[src/rtl/intc_pkg.sv]
package intc_pkg;
  localparam int unsigned ADDR_W = 8;

  localparam logic [ADDR_W-1:0] OFF_RAW    = 8'h00;
  localparam logic [ADDR_W-1:0] OFF_ENABLE = 8'h04;
  localparam logic [ADDR_W-1:0] OFF_CLEAR  = 8'h08;
  localparam logic [ADDR_W-1:0] OFF_MODE   = 8'h0C;
  localparam logic [ADDR_W-1:0] OFF_POL    = 8'h10;
  localparam logic [ADDR_W-1:0] OFF_STATUS = 8'h14;
endpackage

[src/rtl/intc_sync.sv]
module intc_sync #(
  parameter int unsigned WIDTH  = 32,
  parameter int unsigned STAGES = 2
) (
  input  logic             clk_i,
  input  logic             rst_ni,
  input  logic [WIDTH-1:0] d_i,
  output logic [WIDTH-1:0] q_o
);
  logic [WIDTH-1:0] stg_q [STAGES];

  always_ff @(posedge clk_i or negedge rst_ni) begin
    if (!rst_ni) stg_q[0] <= '0;
    else         stg_q[0] <= d_i;
  end

  for (genvar s = 1; s < STAGES; s++) begin : g_stage
    always_ff @(posedge clk_i or negedge rst_ni) begin
      if (!rst_ni) stg_q[s] <= '0;
      else         stg_q[s] <= stg_q[s-1];
    end
  end

  assign q_o = stg_q[STAGES-1];
endmodule

[src/rtl/intc_trig.sv]
module intc_trig (
  input  logic clk_i,
  input  logic rst_ni,
  input  logic in_i,
  input  logic edge_mode_i,
  input  logic low_act_i,
  input  logic clr_i,
  output logic pend_o
);
  logic prev_q, pend_q, hit;

  always_comb begin
    if (edge_mode_i) hit = low_act_i ? (prev_q & ~in_i) : (in_i & ~prev_q);
    else             hit = in_i ^ low_act_i;
  end

  always_ff @(posedge clk_i or negedge rst_ni) begin
    if (!rst_ni) begin
      prev_q <= 1'b0;
      pend_q <= 1'b0;
    end else begin
      prev_q <= in_i;
      // set has priority over clear
      pend_q <= hit | (pend_q & ~clr_i);
    end
  end

  assign pend_o = pend_q;
endmodule

[src/rtl/intc_regs.sv]
module intc_regs
  import intc_pkg::*;
#(
  parameter int unsigned NUM_SRC = 32
) (
  input  logic               clk_i,
  input  logic               rst_ni,
  input  logic               req_i,
  input  logic               we_i,
  input  logic [ADDR_W-1:0]  addr_i,
  input  logic [NUM_SRC-1:0] wdata_i,
  input  logic [NUM_SRC-1:0] raw_i,
  input  logic [NUM_SRC-1:0] status_i,
  output logic [NUM_SRC-1:0] en_o,
  output logic [NUM_SRC-1:0] mode_o,
  output logic [NUM_SRC-1:0] pol_o,
  output logic [NUM_SRC-1:0] clr_o,
  output logic [NUM_SRC-1:0] rdata_o
);
  logic [NUM_SRC-1:0] en_q, mode_q, pol_q;
  logic wr, rd;

  assign wr = req_i & we_i;
  assign rd = req_i & ~we_i;

  always_ff @(posedge clk_i or negedge rst_ni) begin
    if (!rst_ni) begin
      en_q   <= '0;
      mode_q <= '0;
      pol_q  <= '0;
    end else if (wr) begin
      if (addr_i == OFF_ENABLE) en_q   <= wdata_i;
      if (addr_i == OFF_MODE)   mode_q <= wdata_i;
      if (addr_i == OFF_POL)    pol_q  <= wdata_i;
    end
  end

  assign clr_o = (wr && addr_i == OFF_CLEAR) ? wdata_i : '0;

  always_comb begin
    rdata_o = '0;
    if (rd) begin
      unique case (addr_i)
        OFF_RAW:    rdata_o = raw_i;
        OFF_ENABLE: rdata_o = en_q;
        OFF_MODE:   rdata_o = mode_q;
        OFF_POL:    rdata_o = pol_q;
        OFF_STATUS: rdata_o = status_i;
        default:    rdata_o = '0;
      endcase
    end
  end

  assign en_o   = en_q;
  assign mode_o = mode_q;
  assign pol_o  = pol_q;
endmodule

[src/rtl/intc_top.sv]
module intc_top
  import intc_pkg::*;
#(
  parameter int unsigned NUM_SRC     = 32,
  parameter int unsigned SYNC_STAGES = 2
) (
  input  logic               clk_i,
  input  logic               rst_ni,
  input  logic [NUM_SRC-1:0] src_i,
  input  logic               req_i,
  input  logic               we_i,
  input  logic [ADDR_W-1:0]  addr_i,
  input  logic [NUM_SRC-1:0] wdata_i,
  output logic [NUM_SRC-1:0] rdata_o,
  output logic               irq_o
);
  logic [NUM_SRC-1:0] src_sync, pend, status, en_q, mode_q, pol_q, clr_vec;
  logic irq_q;

  intc_sync #(.WIDTH(NUM_SRC), .STAGES(SYNC_STAGES)) u_sync (
    .clk_i (clk_i),
    .rst_ni(rst_ni),
    .d_i   (src_i),
    .q_o   (src_sync)
  );

  for (genvar i = 0; i < NUM_SRC; i++) begin : g_src
    intc_trig u_trig (
      .clk_i      (clk_i),
      .rst_ni     (rst_ni),
      .in_i       (src_sync[i]),
      .edge_mode_i(mode_q[i]),
      .low_act_i  (pol_q[i]),
      .clr_i      (clr_vec[i]),
      .pend_o     (pend[i])
    );
  end

  assign status = pend & en_q;

  intc_regs #(.NUM_SRC(NUM_SRC)) u_regs (
    .clk_i   (clk_i),
    .rst_ni  (rst_ni),
    .req_i   (req_i),
    .we_i    (we_i),
    .addr_i  (addr_i),
    .wdata_i (wdata_i),
    .raw_i   (pend),
    .status_i(status),
    .en_o    (en_q),
    .mode_o  (mode_q),
    .pol_o   (pol_q),
    .clr_o   (clr_vec),
    .rdata_o (rdata_o)
  );

  always_ff @(posedge clk_i or negedge rst_ni) begin
    if (!rst_ni) irq_q <= 1'b0;
    else         irq_q <= |status;
  end

  assign irq_o = irq_q;
endmodule

[config.mk]
export PLATFORM = sky130hd
export DESIGN_NAME = intc_top
export DESIGN_NICKNAME = d
export VERILOG_FILES = /design/src/rtl/intc_pkg.sv /design/src/rtl/intc_sync.sv /design/src/rtl/intc_trig.sv /design/src/rtl/intc_regs.sv /design/src/rtl/intc_top.sv
export SDC_FILE = /design/constraint.sdc
export NUM_CORES = 1
export LEC_CHECK = 0
export BUFFER_PORTS_ARGS = -buffer_cell sky130_fd_sc_hd__buf_2
export CAP_MARGIN = 30
export CORE_MARGIN = 5
export CORE_UTILIZATION = 50
export CTS_BUF_LIST = sky130_fd_sc_hd__clkbuf_4 sky130_fd_sc_hd__clkbuf_8
export CTS_CLUSTER_DIAMETER = 120
export DETAILED_ROUTE_END_ITERATION = 10
export PLACE_DENSITY = 0.67
export SLEW_MARGIN = 30
export SYNTH_ARGS = -nofsm -noshare
export SYNTH_HDL_FRONTEND = slang
export SYNTH_SLANG_ARGS = --single-unit
export TNS_END_PERCENT = 100
[constraint.sdc]
create_clock -name clk_i -period 3.6 [get_ports clk_i]
set_input_delay 0.18 -clock clk_i [delete_from_list [all_inputs] [get_ports clk_i]]
set_output_delay 0.18 -clock clk_i [all_outputs]
set_load 0.01 [all_outputs]
==> reports/metrics.sh <==
VIAS_IN_THE_FIRST_GLOBAL_ROUTE=7007
POST-CTS-SETUP-BUFFER-COUNT=0
CLK_PATH_BUF_DEPTH=3
DRC_ERRORS=0
IOS=109
ROWS=49
GLOBALROUTETOTALUTIL_PCT=21.3
SETUP.WORST_PATH.START='addr_i[2]'
PWR-SHARE-SEQ_PCT=51.3
FIRSTDRTPASSITERS=4
WORST-ENDPOINT-REQUIRED_NS=3.42
SYNTH_EDF_COUNT=0
YS_TYPES=35
UNREPAIRED_SETUP_ENDPOINTS_AFTER_GLOBAL_ROUTING='false'
DRT_WL_TOTAL_MM=22.6
PLACEMENT.IO_BUFFERS=108
CRITICAL_PATH.MAX_FANOUT=38
GP_CONGESTION=0.804
POWER.CLOCK.FRACTION_PCT=42.2
LAYOUT.CELLS.NON_FILLER=1189
POSTLAYOUTSETUPSLACKWORST_NS=1.16
CTS_ROOT_BUF='clkbuf_8'
ANTENNA_FOUND_INITIAL=0
TIMING.FINAL.CRIT_PERIOD_NS=2.44
YS_WARN_COUNT=0
DIE-HEIGHT_UM=145
NETLIST.AREA_LEADER.SHARE_PCT=61.4
CLK-INSERTION-DELAY-LATE_NS=0.52
POWER_FRAC_COMB_PCT=6.5
DOMINANTREGCELLSYNTH='dfrtp_1'
POSTLAYOUTCELLAREA_MM2=0.0114
SYN_INST_COUNT=745
CORE_AREA_MM2=0.0180
NUMCLOCKSINKS=225
CELL_AREA_SYNTH_MM2=0.00917
SYNTH_COMMON_CELLS='225 x dfrtp_1, 127 x nand2_1, 92 x mux2_2'
IR_DROP_WORST_CASE_VDD_uV=339
SYNTH.YOSYS.SEQ_AREA_SHARE_PCT=61.4
FINAL_UTIL_PCT=63.1
DR.FIRST_ITER.DRC_COUNT=380
FINAL_NUMBER_OF_SETUP_VIOLATING_ENDPOINTS=0
ANT_NETS=0
TRITONCTS.NUM_BUFFERS=38
DETAILROUTE.VIA_COUNT=6580
SW_FRAC_OF_TOTAL_PCT=22.5
NUMBER_OF_SYNTHESIZED_REGISTER_BITS=225
DETAIL_ROUTE.VIAS_PER_CELL=5.53
DPL_CELL_AREA_MM2=0.00997
HOLDWS_NS=0.181
ASYNC_S_R_FF_SHARE_SYNTH_PCT=100
CELLINTERNALPOWER_mW=4.05
CLOCK_TREE.HTREE_LEVEL_COUNT=2
RELSLEWSLACK_PCT=42.1
LAYOUT-AREA-OVERHEAD-VS-SYNTH_PCT=24.1
MAX_CAP_VIOLATIONS=0
FINALCRITPERIODSHARE_PCT=67.7
MAXSLEWVIOLCOUNT=0
TIMING_WORST_SLEW_PIN_VALUE_NS=0.869
GR-TOTAL-OVERFLOW=0
FINAL_NETS=1016
GRT_FIRST_PASS_WIRELENGTH_MM=36.9
SYNTH_LARGEST_AREA_CELL='dfrtp_1'
CRITICALPATHCATEGORY='input port to output pin'
MAXIMUM_NUMBER_OF_PINS_ON_ONE_NET_BEFORE_GLOBAL_ROUTE_REPAIR=136
P_LEAK_nW=5.19
CRITPATHCAPTURETYPE='output pin'
TIMING.HOLD.WORST.CLASS='input port to asynchronous set/reset pin'
ARRIVAL_NS=2.26
HOLD_VIOLATIONS=0
DIE_W_UM=145
DRIVE_GT1_SHARE_PCT=29.3
REG2REG_SETUP_SLACK_NS=2.01
YS_TOP_CELLS_BY_AREA='dfrtp_1 61%, mux2_2 11%, nand2_1 5.2%'
CTS.REPORTEDPATHS.CLKPINSLEW_NS=0.06
AGGREGATE_NEGATIVE_SETUP_SLACK_NS=0
NET-SWITCHING-POWER_mW=1.18
SYNTH_MOST_COMMON_CELL='dfrtp_1'
TOTAL_POWER_mW=5.23
ANTENNA_CELLS=0
TRITONCTS='built'
PLACEMENT.SETUP.WORST_SLACK_NS=1.16
CTSRESIZECOUNT=0
STATUS='finished clean'
ROUTEDWLPERCELL_UM=19.0
POST_SYNTH.CELL_AREA_AVG_UM2=12.3
POWER.DENSITY_CELL_AREA_mW_PER_MM2=460
FINAL.SETUP_SKEW_NS=0.0225
MAXCLOCKFREQUENCY_GHz=0.410
HOLD_BUFFERS=65
DIE_AREA_MM2=0.0211
PLACED_CELLS_INCL_TAPS=1063
R2R-START='g_src[23].u_trig.pend_o'
SYNTH_FP_NETS=821
WORSTSETUPSTARTPOINTTYPE='input port'
DP_HPWL_MM=14.3
FLOORPLAN.INITIALDENSITY_PCT=50.9
worst paths after layout:
kind	depth (start not counted)	end
setup / recovery	6	rdata_o[22]
hold / removal	2	u_sync.stg_q[55]
setup reg to reg	3	irq_o
hold reg to reg	0	u_sync.q_o[17]
max in group asynchronous	4	u_sync.q_o[8]
min in group clk_i	3	u_regs.en_o[27]
cell type report:
| class | count | area (um^2) |
|---|---|---|
| sequential | 225 | 5630 |
| multi-input combinational | 485 | 3380 |
| tap | 229 | 287 |
| inverter | 2 | 7.51 |
| timing repair buffer | 188 | 1350 |
| clock buffer | 60 | 732 |
| fill | 1425 | 6650 |
state kept, by name, summed over array words and instances, names as in the netlist:
| register | count |
|---|---|
| irq_o | 1 |
| u_regs.mode_o | 32 |
| g_src.u_trig.pend_o | 32 |
| u_regs.en_o | 32 |
| u_regs.pol_o | 32 |
| g_src.u_trig.prev_q | 32 |
| u_sync.stg_q | 32 |
| u_sync.q_o | 32 |
cell families after synthesis:
logic type	Yosys count	synth area share, %
compound gates	117	9.64
simple gates	269	14.9
buf+inv	35	1.91
mux	98	12.0
flops	225	61.4
xor+xnor	1	0.0956
placed cells by master (no fill, tap or decap), drive strengths merged, types with 2 or more instances in the layout:
master	n
a211o	30
a22oi	16
nand2	127
nand4	5
a21oi	2
o21ai	17
nor4b	2
nor3	2
nor2	33
buf	123
mux2i	2
mux2	96
a21o	2
nand2b	33
o221ai	30
o22ai	18
nor2b	30
inv	2
dlygate4sd3	65
dfrtp	225
clkbuf	60
nor3b	31
worst max-delay path, cell delays in order:
cell and delay, ns:
buf_2 0.65, and3b_1 0.28, and3_1 0.67, nand2_1 0.11, o21ai_0 0.16, buf_2 0.20
power by group through the flow:
stage          Clock [mW]  Sequential (mW)  Combinational, mW
4_1_cts              2.27             2.68              0.341
5_1_grt              2.38             2.69              0.379
3_3_place_gp            0             2.72              0.275
2_1_floorplan           0             2.71              0.125
3_5_place_dp            0             2.73              0.285
6_report             2.21             2.68              0.340
metal layers:
| layer | vias to the layer above | part of all wire [%] | global-route usage (%) |
|---|---|---|---|
| met3 | 29 | 4.3 | 4.05 |
| met4 | 0 | 1.6 | 6.34 |
| met2 | 175 | 50 | 35.2 |
| met5 | - | 0 | 0 |
| met1 | 3337 | 44 | 28.9 |
| li1 | 3039 | - | - |
No activity file was read; power rests on OpenSTA's default activity.
